$ cat src/rtl/sec_alarm_pkg.sv
package sec_alarm_pkg;

  localparam int SA_DW     = 32;
  localparam int SA_AW     = 8;
  localparam int SA_NMATCH = 2;
  localparam int SA_CTRL_W = 8;

  // byte offsets of the register map
  localparam logic [SA_AW-1:0] OFS_UP    = 8'h00;
  localparam logic [SA_AW-1:0] OFS_DOWN  = 8'h04;
  localparam logic [SA_AW-1:0] OFS_MATCH = 8'h08;  // match n at OFS_MATCH + 4*n
  localparam logic [SA_AW-1:0] OFS_CTRL  = 8'h10;
  localparam logic [SA_AW-1:0] OFS_STAT  = 8'h14;
  localparam logic [SA_AW-1:0] OFS_KEY   = 8'h18;

  // control bit positions
  localparam int CB_SOFT_CLR = 4;
  localparam int CB_HOLD     = 6;
  localparam logic [SA_CTRL_W-1:0] CTRL_KEEP = 8'hDF;

  function automatic logic [SA_DW-1:0] step_count(input logic [SA_DW-1:0] v,
                                                  input logic upward);
    return upward ? v + 1'b1 : v - 1'b1;
  endfunction

  function automatic logic [SA_AW-1:0] match_ofs(input int n);
    return OFS_MATCH + SA_AW'(4 * n);
  endfunction

endpackage

$ cat src/rtl/sec_counter.sv
module sec_counter
  import sec_alarm_pkg::*;
#(
  parameter int W          = 32,
  parameter bit COUNT_UP   = 1'b1,
  parameter bit INIT_ONES  = 1'b0
) (
  input  logic         clk,
  input  logic         rst_n,
  input  logic         step,
  input  logic         force_init,
  input  logic         load,
  input  logic [W-1:0] load_val,
  output logic [W-1:0] count_q
);

  localparam logic [W-1:0] INIT_VAL = {W{INIT_ONES}};

  always_ff @(posedge clk or negedge rst_n) begin
    if (!rst_n)          count_q <= INIT_VAL;
    else if (force_init) count_q <= INIT_VAL;
    else if (load)       count_q <= load_val;
    else if (step)       count_q <= W'(step_count(SA_DW'(count_q), COUNT_UP));
  end

endmodule

$ cat src/rtl/sec_match_bank.sv
module sec_match_bank #(
  parameter int W = 32,
  parameter int N = 2
) (
  input  logic                clk,
  input  logic                rst_n,
  input  logic [W-1:0]        count,
  input  logic [N-1:0]        wr_match,
  input  logic [W-1:0]        wdata,
  input  logic [N-1:0]        clr_mask,
  output logic [N-1:0][W-1:0] match_q,
  output logic [N-1:0]        hit,
  output logic [N-1:0]        stat_q
);

  genvar g;
  generate
    for (g = 0; g < N; g++) begin : g_chan
      always_ff @(posedge clk or negedge rst_n) begin
        if (!rst_n)           match_q[g] <= '1;
        else if (wr_match[g]) match_q[g] <= wdata;
      end

      assign hit[g] = (count == match_q[g]);

      // a live comparison wins over a clear request
      always_ff @(posedge clk or negedge rst_n) begin
        if (!rst_n) stat_q[g] <= 1'b0;
        else        stat_q[g] <= hit[g] | (stat_q[g] & ~clr_mask[g]);
      end
    end
  endgenerate

endmodule

$ cat src/rtl/sec_alarm_timer.sv
module sec_alarm_timer
  import sec_alarm_pkg::*;
#(
  parameter int DATA_W = SA_DW,
  parameter int ADDR_W = SA_AW
) (
  input  logic              clk,
  input  logic              rst_n,
  input  logic              tick_i,
  input  logic              wr_en_i,
  input  logic [ADDR_W-1:0] addr_i,
  input  logic [DATA_W-1:0] wdata_i,
  output logic [DATA_W-1:0] rdata_o,
  output logic              irq_o
);

  localparam int NM = SA_NMATCH;

  logic [SA_CTRL_W-1:0]    ctrl_q;
  logic [DATA_W-1:0]       key_q;
  logic [1:0][DATA_W-1:0]  cnt_q;
  logic [1:0]              cnt_load;
  logic [DATA_W-1:0]       up_q;
  logic [DATA_W-1:0]       dn_q;
  logic [NM-1:0][DATA_W-1:0] match_q;
  logic [NM-1:0]           match_evt;
  logic [NM-1:0]           stat_q;
  logic [NM-1:0]           wr_match;
  logic [NM-1:0]           stat_clr;
  logic                    hold_cnt;
  logic                    soft_clr;
  logic                    cnt_step;
  logic                    wr_ctrl;
  logic                    wr_key;
  logic                    wr_stat;

  // ---------------- write decode ----------------
  assign cnt_load[0] = wr_en_i && (addr_i == ADDR_W'(OFS_UP));
  assign cnt_load[1] = wr_en_i && (addr_i == ADDR_W'(OFS_DOWN));
  assign wr_ctrl     = wr_en_i && (addr_i == ADDR_W'(OFS_CTRL));
  assign wr_stat     = wr_en_i && (addr_i == ADDR_W'(OFS_STAT));
  assign wr_key      = wr_en_i && (addr_i == ADDR_W'(OFS_KEY));

  genvar m;
  generate
    for (m = 0; m < NM; m++) begin : g_mdec
      assign wr_match[m] = wr_en_i && (addr_i == ADDR_W'(match_ofs(m)));
    end
  endgenerate

  assign stat_clr = wr_stat ? wdata_i[NM-1:0] : '0;

  // ---------------- control and key ----------------
  always_ff @(posedge clk or negedge rst_n) begin
    if (!rst_n)       ctrl_q <= '0;
    else if (wr_ctrl) ctrl_q <= wdata_i[SA_CTRL_W-1:0] & CTRL_KEEP;
  end

  always_ff @(posedge clk or negedge rst_n) begin
    if (!rst_n)      key_q <= '0;
    else if (wr_key) key_q <= wdata_i;
  end

  assign hold_cnt = ctrl_q[CB_HOLD];
  assign soft_clr = ctrl_q[CB_SOFT_CLR];
  assign cnt_step = tick_i && !hold_cnt;

  // ---------------- counter pair ----------------
  genvar c;
  generate
    for (c = 0; c < 2; c++) begin : g_cnt
      sec_counter #(
        .W         (DATA_W),
        .COUNT_UP  (c == 0),
        .INIT_ONES (c != 0)
      ) u_cnt (
        .clk        (clk),
        .rst_n      (rst_n),
        .step       (cnt_step),
        .force_init (soft_clr),
        .load       (cnt_load[c]),
        .load_val   (wdata_i),
        .count_q    (cnt_q[c])
      );
    end
  endgenerate

  assign up_q = cnt_q[0];
  assign dn_q = cnt_q[1];

  // ---------------- comparators and status ----------------
  sec_match_bank #(
    .W (DATA_W),
    .N (NM)
  ) u_match (
    .clk      (clk),
    .rst_n    (rst_n),
    .count    (up_q),
    .wr_match (wr_match),
    .wdata    (wdata_i),
    .clr_mask (stat_clr),
    .match_q  (match_q),
    .hit      (match_evt),
    .stat_q   (stat_q)
  );

  assign irq_o = |(stat_q & ctrl_q[NM-1:0]);

  // ---------------- read mux ----------------
  always_comb begin
    rdata_o = '0;
    if (addr_i == ADDR_W'(OFS_UP))        rdata_o = up_q;
    else if (addr_i == ADDR_W'(OFS_DOWN)) rdata_o = dn_q;
    else if (addr_i == ADDR_W'(OFS_CTRL)) rdata_o = DATA_W'(ctrl_q);
    else if (addr_i == ADDR_W'(OFS_STAT)) rdata_o = DATA_W'(stat_q);
    else if (addr_i == ADDR_W'(OFS_KEY))  rdata_o = key_q;
    else begin
      for (int k = 0; k < NM; k++)
        if (addr_i == ADDR_W'(match_ofs(k))) rdata_o = match_q[k];
    end
  end

endmodule

$ cat config.mk
export PLATFORM = sky130hd
export DESIGN_NAME = sec_alarm_timer
export DESIGN_NICKNAME = d
export VERILOG_FILES = /design/src/rtl/sec_alarm_pkg.sv /design/src/rtl/sec_counter.sv /design/src/rtl/sec_match_bank.sv /design/src/rtl/sec_alarm_timer.sv
export SDC_FILE = /design/constraint.sdc
export NUM_CORES = 1
export LEC_CHECK = 0
export BUFFER_PORTS_ARGS = -buffer_cell sky130_fd_sc_hd__buf_2
export CORE_UTILIZATION = 25
export CTS_CLUSTER_DIAMETER = 40
export DETAILED_ROUTE_END_ITERATION = 16
export PLACE_DENSITY = 0.51
export SLEW_MARGIN = 20
export SYNTH_ARGS = -nofsm -noshare
export SYNTH_HDL_FRONTEND = slang
export SYNTH_SLANG_ARGS = --single-unit
$ cat constraint.sdc
create_clock -name clk -period 4.1 [get_ports clk]
set_clock_uncertainty 0.2 [all_clocks]
set_input_delay 0.41 -clock clk [delete_from_list [all_inputs] [get_ports clk]]
set_output_delay 0.41 -clock clk [all_outputs]
set_load 0.02 [all_outputs]
# ---- Yosys cells after proc, flatten, opt, wreduce, memory -nomap -nowiden
# Index checks and enable logic that the tools add are counted.
dict set report totals {
  word_cells 52
  in_bits 44
  output_inout_bits 33
  ff_bits 169
}
dict set report classes {
  n_mux 14
  bitwise_logic 7
  n_eq_ne 8
  addsub 2
  reduce_logical 13
}
# operator n
set op_table {}
lappend op_table {{$mux W32} 13}
lappend op_table {{$eq A32 B32 Y1} 2}
lappend op_table {{$add A32 B1 Y32 const B} 1}
lappend op_table {{$sub A32 B1 Y32 const B} 1}
lappend op_table {{$eq A8 B5 Y1 const B} 3}
lappend op_table {{$eq A8 B4 Y1 const B} 2}
lappend op_table {{$eq A8 B3 Y1 const B} 1}
lappend op_table {{$logic_and A1 B1 Y1} 8}
lappend op_table {{$logic_not A8 Y1} 1}
lappend op_table {{$reduce_bool A3 Y1} 2}
lappend op_table {{$and A1 B1 Y1} 2}
lappend op_table {{$and A2 B2 Y2} 1}
lappend op_table {{$mux W2} 1}
lappend op_table {{$not A1 Y1} 2}
lappend op_table {{$or A1 B1 Y1} 2}
lappend op_table {{$reduce_or A2 Y1} 1}
lappend op_table {{$logic_not A1 Y1} 1}

# ---- Logic depth before layout (Yosys ltp)
dict set report depth {
  depth_word 8
  mapped_depth 8
  mapped_depth_nobuf 7
}

# ---- By module
# A second synthesis with hierarchy kept.
dict set report unflattened {
  hier_cells 1044
  hier_area_um2 10511.3
}
# module n_inst area_per_inst_um2 cells_per_inst seq_area_each_um2
set modules_own_cells {}
lappend modules_own_cells {sec_match_bank 1 3224.3 228 1731.7}
lappend modules_own_cells {sec_alarm_timer 1 3100.5 344 975.9}
lappend modules_own_cells {{sec_counter at g_cnt[1].u_cnt} 1 2108.3 231 840.8}
lappend modules_own_cells {{sec_counter at g_cnt[0].u_cnt} 1 2078.2 241 800.8}

# ---- Worst setup path after synthesis
# Ideal clock, no wire load.
dict set report synth_timing {
  path_kind {input port to output port}
  from {input port addr_i[2]}
  to {output port rdata_o[11]}
  stages 5
  setup_slack_ps 1368
  n_path_buf 2
  t_required_ps 3490
  arrival_time_ps 2122
  cell_sequence {clkbuf_1 > or4b_2 > nor2_1 > clkbuf_1 > a221o_1}
}
dict set report synth_via {
  elab_chain_cells 8
  word_cells_on_any_way 14
  classes_between {eq/ne: 6; mux: 7; reduce/logical: 1}
}
# element line_no
set synth_lines {}
lappend synth_lines {{start: declaration} sec_alarm_timer.sv:11} ;# input logic [ADDR_W-1:0] addr_i,
lappend synth_lines {{$eq A8 B4 Y1} sec_alarm_timer.sv:119} ;# if (addr_i == ADDR_W'(match_ofs(k))) rdata_o = match_q[k];
lappend synth_lines {{$mux W32 (2 in a row)} sec_alarm_timer.sv:119}
lappend synth_lines {{$mux W32} sec_alarm_timer.sv:116} ;# else if (addr_i == ADDR_W'(OFS_KEY)) rdata_o = key_q;
lappend synth_lines {{$mux W32} sec_alarm_timer.sv:115} ;# else if (addr_i == ADDR_W'(OFS_STAT)) rdata_o = DATA_W'(stat_q);
lappend synth_lines {{$mux W32} sec_alarm_timer.sv:114} ;# else if (addr_i == ADDR_W'(OFS_CTRL)) rdata_o = DATA_W'(ctrl_q);
lappend synth_lines {{$mux W32} sec_alarm_timer.sv:113} ;# else if (addr_i == ADDR_W'(OFS_DOWN)) rdata_o = dn_q;
lappend synth_lines {{$mux W32 *} sec_alarm_timer.sv:112} ;# if (addr_i == ADDR_W'(OFS_UP)) rdata_o = up_q;
lappend synth_lines {{end: declaration} sec_alarm_timer.sv:13} ;# output logic [DATA_W-1:0] rdata_o,
# Every way passes the cells marked *; elsewhere a longest branch is shown, timed or not.

# ---- Final worst setup path
dict set report layout_timing {
  from {input port addr_i[4]}
  to {output port rdata_o[9]}
}
# The elaborated chain is that of the path after synthesis.

==> run summary <==
The post-route worst hold slack came out at around 0.052 ns. The path with the worst hold slack has its endpoint at g_cnt[1].u_cnt.count_q[26]$_DFFE_PN1P_. Counting every instance in the synthesized netlist gives around 960. Grouping stages by cell kind, the critical path spends the most delay in simple AND/OR/NAND/NOR gates.

After layout, the worst setup slack is around 1.0 ns. The vertical die dimension came out at around 200 µm. For this configuration, the core starts out at a cell density of 0.2542. The post-detailed-route wirelength per cell came out at around 21 µm. The overall via count from detail_route came out at between 7000 and 8000. STA classifies the critical path startpoint as an input pin. STA classifies the critical path endpoint as an output pin.

The worst setup path startpoint is addr_i[4]. The buffer type at the clock tree root is clkbuf_16. dfstp_2 takes more of the synthesized area than any other cell.

The number of maximum-capacitance violations is 0. The initial antenna violation count is 1. The setup path with the least slack is of type input pin to output pin. The count of flip-flops with a built-in enable after synthesis is 0. In this run the critical register-to-register path is captured at g_cnt[1].u_cnt.count_q[28]$_DFFE_PN1P_.

The CTS clock-pin slew for the worst setup and hold paths is around 0.07 ns. The final number of hold-violating endpoints is 0. The worst-case vdd ir drop came out at 0.2637 mV.

The number of top-level pins is just under 80. Traced cell by cell, the critical path runs through buf_2 -> or4_1 -> or2_2 -> o21ai_0 -> a221o_1 -> buf_2. The most numerous cell type found on the critical path is buf_2. Counting both buffers and inverters, the worst setup path holds a total of 2. The clock net sink count is around 170. Across every metal layer, demand over resource in global routing totals 0.1644. The portion of total power attributed to combinational logic came out at 0.183. The number of buffers added for setup after CTS came out at 0. Counting every net in the synthesized netlist gives around 1000. Of all nets on the critical path, the largest fanout is 31.

The area of the placeable core is about 39000 µm². The die covers 40190 µm². The count of unresolved DRC violations after routing is 0. The final number of setup-violating endpoints is 0. The layout overhead on the synthesized area is 15.25%.

The sequential share of power is 0.465. The overflow left after global routing came out at 0. Ranked by total cell area, the synthesized netlist is headed by dfstp_2 26%, dfrtp_1 19%, mux2_2 12%.

The total standard cell area after synthesis is 9847 µm². After the last flow step, the layout net total stands at 1034. Of the total power, the clock network draws 0.352. The remaining number of nets flagged by the antenna check after routing is 0.

The via density per instance came out at roughly 5.1. The estimated wirelength of the detail-placed design came out at approximately 23000 µm. The detailed-routing iteration count for the pre-antenna-repair pass is 8. The internal power is about 0.0033 W. The switching power as a share of total power is 0.3163. Of the synthesized area, sequential elements account for 0.4417. Measured along the x axis, the die boundary spans between 200 and 250 µm. The net switching power figure is approximately 0.0015 W. After synthesis, the mean cell area works out to roughly 10 µm². The number of buffers created by CTS is 17.

The area share of the largest cell type after synthesis came out at 0.2562. The number of global-route vias before repair was 7878. The setup slack after placement is around 1 ns.

The transition time at the pin with the least slew margin is ~1 ns. The delay of the slowest critical-path stage is 0.63 ns. The weighted congestion at the end of routability-driven global placement came out at 0.8115. The leakage power came out at ~4.5 nW. The count of pins over their slew limit is 0. The final critical-path required period is ~3 ns. The register bit total from synthesis is about 170. The post-route setup TNS is 0 ns. The first global-routing pass estimated 50300 µm of wire. The startpoint of the worst hold path is wdata_i[26]. For this block, the initial DRC count from the detailed router was 481. The worst path required time came out at approximately 3.5 ns. Counting along the longest clock path gives a buffer depth of 2.

Counting flops with an async set or reset pin after synthesis yields a share of 1.000. The row count came out at 72. The number of cells on the worst reg-to-reg path is 5.

The distinct cell type count after synthesis is a little under 50. Data arrives at the worst endpoint at roughly 2.5 ns. The count of input and output buffers came out at 76. The number of cells traversed by the worst hold path is 3. The worst slew slack as a fraction of its limit is 0.3429. The min-delay analysis places its worst path in the category input pin to flop. In this run the critical register-to-register path is launched from g_cnt[1].u_cnt.count_q[8]$_DFFE_PN1P_. The setup slack of the worst register-to-register path is roughly 1.1 ns. The H-tree level count is 4. The number of antenna repair diodes is 0. Setup repair after global routing left no endpoint under its margin. The synthesis warning total came out at 0. The total wirelength of the detailed-routed design came out at between 30000 and 40000 µm. The layout cell share with drive strength beyond 1 came out at 0.3487. Dividing the final minimum period by the clock period gives 0.7534. On the critical path, the stage with the largest delay is an instance of or4_1. Power spread over the standard cell area amounts to 426.6 nW/µm².

TritonCTS built the clock tree. In the synthesized netlist the dominant register cell turns out to be dfstp_2. The flow ran to the end, and the final reports show no timing, DRC or antenna violations. The clock latency reported for the late side of the worst-skew pair came out at ~0.44 ns. The pin count of the biggest net entering global routing is a little over 80. The completed layout was analyzed and its total power is around 0.0048 W.

The achievable frequency is 0.3237 GHz. Counting buffers and inverters, the worst setup path is 6 cells deep.
## flip-flops by register name (all words and copies together), names as in the netlist
signal,count
g_cnt.u_cnt.count_q,64
u_match.match_q,64
key_q,32
ctrl_q,7
u_match.stat_q,2
## logic make-up (layout without fill, tap and decap cells)
group                    Yosys count  in the layout  synth area share
AO/OA/AOI/OAI                    140            140            0.1037
XOR/XNOR                         108            108           0.09606
adder cells (fa/ha/maj)            2              2          0.002541
buffers and inverters             96            139           0.03875
flip-flops                       169            169            0.4417
multiplexers                     145            145            0.1612
AND/OR/NAND/NOR                  298            298            0.1560
## how the worst max path moves through the flow
stage / to / slack [ns]
final: rdata_o[9] / 1.01
after global placement: rdata_o[12] / 1.03
after floorplan: rdata_o[11] / 1.37
after detailed placement: rdata_o[12] / 1.00
after global routing: rdata_o[9] / 0.82
after CTS: rdata_o[8] / 0.99
## tightest hold or removal path: cells and delay by family
kind,cells,cell delay [ns]
AO/OA/AOI/OAI,1,0.08
AND/OR/NAND/NOR,1,0.06
buffers and inverters,1,0.14
## cell usage after synthesis (all sizes together), types with 2 or more instances
| cell type | instances |
|---|---|
| and2 | 2 |
| a211oi | 32 |
| dfrtp | 73 |
| buf | 18 |
| clkbuf | 68 |
| o311a | 2 |
| o211ai | 6 |
| nor2 | 69 |
| dfstp | 96 |
| and3 | 9 |
| or4 | 10 |
| o21ai | 45 |
| nand2 | 57 |
| nor3 | 45 |
| nor2b | 2 |
| nand4 | 32 |
| a221o | 31 |
| nand3 | 17 |
| mux2 | 109 |
| xor2 | 6 |
| nand3b | 3 |
| ha | 2 |
| nor4 | 28 |
| and4 | 8 |
| a31o | 3 |
| or4b | 2 |
| mux2i | 36 |
| a22o | 3 |
| inv | 10 |
| xnor2 | 102 |
| or2 | 4 |
| a2111oi | 5 |
| a21oi | 6 |
| or3 | 5 |
| nand4b | 2 |
## cell type report
type / instances / area, µm²
fillers: 4056 / 27390
repair buffers: 97 / 571.8
clock buffers: 19 / 452.9
inverters: 10 / 37.54
flip-flops and latches: 169 / 4350
multi-input cells: 693 / 5126
clock inverters: 13 / 161.4
well taps: 518 / 648.1
## power groups by stage
stage	clock network, W	logic (W)	registers [W]
after global placement	0	0.000878	0.00227
after CTS	0.00175	0.000891	0.00225
after detailed placement	0	0.000882	0.00228
after global routing	0.00182	0.000971	0.00228
after floorplan	0	0.000689	0.00210
final	0.00170	0.000885	0.00225
## per-layer routing
metal | vias to the layer above | share of wire | GRT usage
met4 | 2 | 0.019 | 0.04662
met2 | 208 | 0.48 | 0.2686
met1 | 3917 | 0.45 | 0.2195
met5 | - | 0.00053 | 0
met3 | 41 | 0.048 | 0.03312
li1 | 3580 | - | -
## stage by stage
step | cells | cell area, µm² | utilization
global placement | 1486 | 10720 | 0.2768
detailed placement | 1486 | 10720 | 0.2768
CTS | 1519 | 11350 | 0.2930
floorplan | 958 | 9847 | -
finish | 1519 | 11350 | 0.2930
global route | 1519 | 11350 | 0.2930
## placed cells by master, fill, tap and decap left out, types with 3 or more instances in the layout
cell type / n
a221o_1: 31
clkbuf_16: 17
nor3_1: 44
dfrtp_1: 72
clkinv_4: 6
xnor2_1: 102
mux2_2: 109
nand2_1: 57
nor4_1: 28
mux2i_1: 36
a22o_1: 3
nand3_1: 17
or4_1: 8
a21oi_1: 6
nand3b_1: 3
or2_2: 4
and4_1: 8
or3_1: 4
a2111oi_0: 5
nor2_1: 67
a31o_2: 3
dfstp_2: 96
xor2_1: 6
a211oi_1: 32
o21ai_0: 45
inv_1: 10
and3_1: 9
buf_4: 18
buf_2: 75
inv_6: 3
o211ai_1: 6
nand4_1: 32
## repair_timing
| action | 4_1_cts | 5_1_grt |
|---|---|---|
| hold buffers | 1 | 0 |
| resized for setup | 0 | 0 |
| hold endpoints to repair | 34 | 0 |
(Power assumes the default switching activity.)
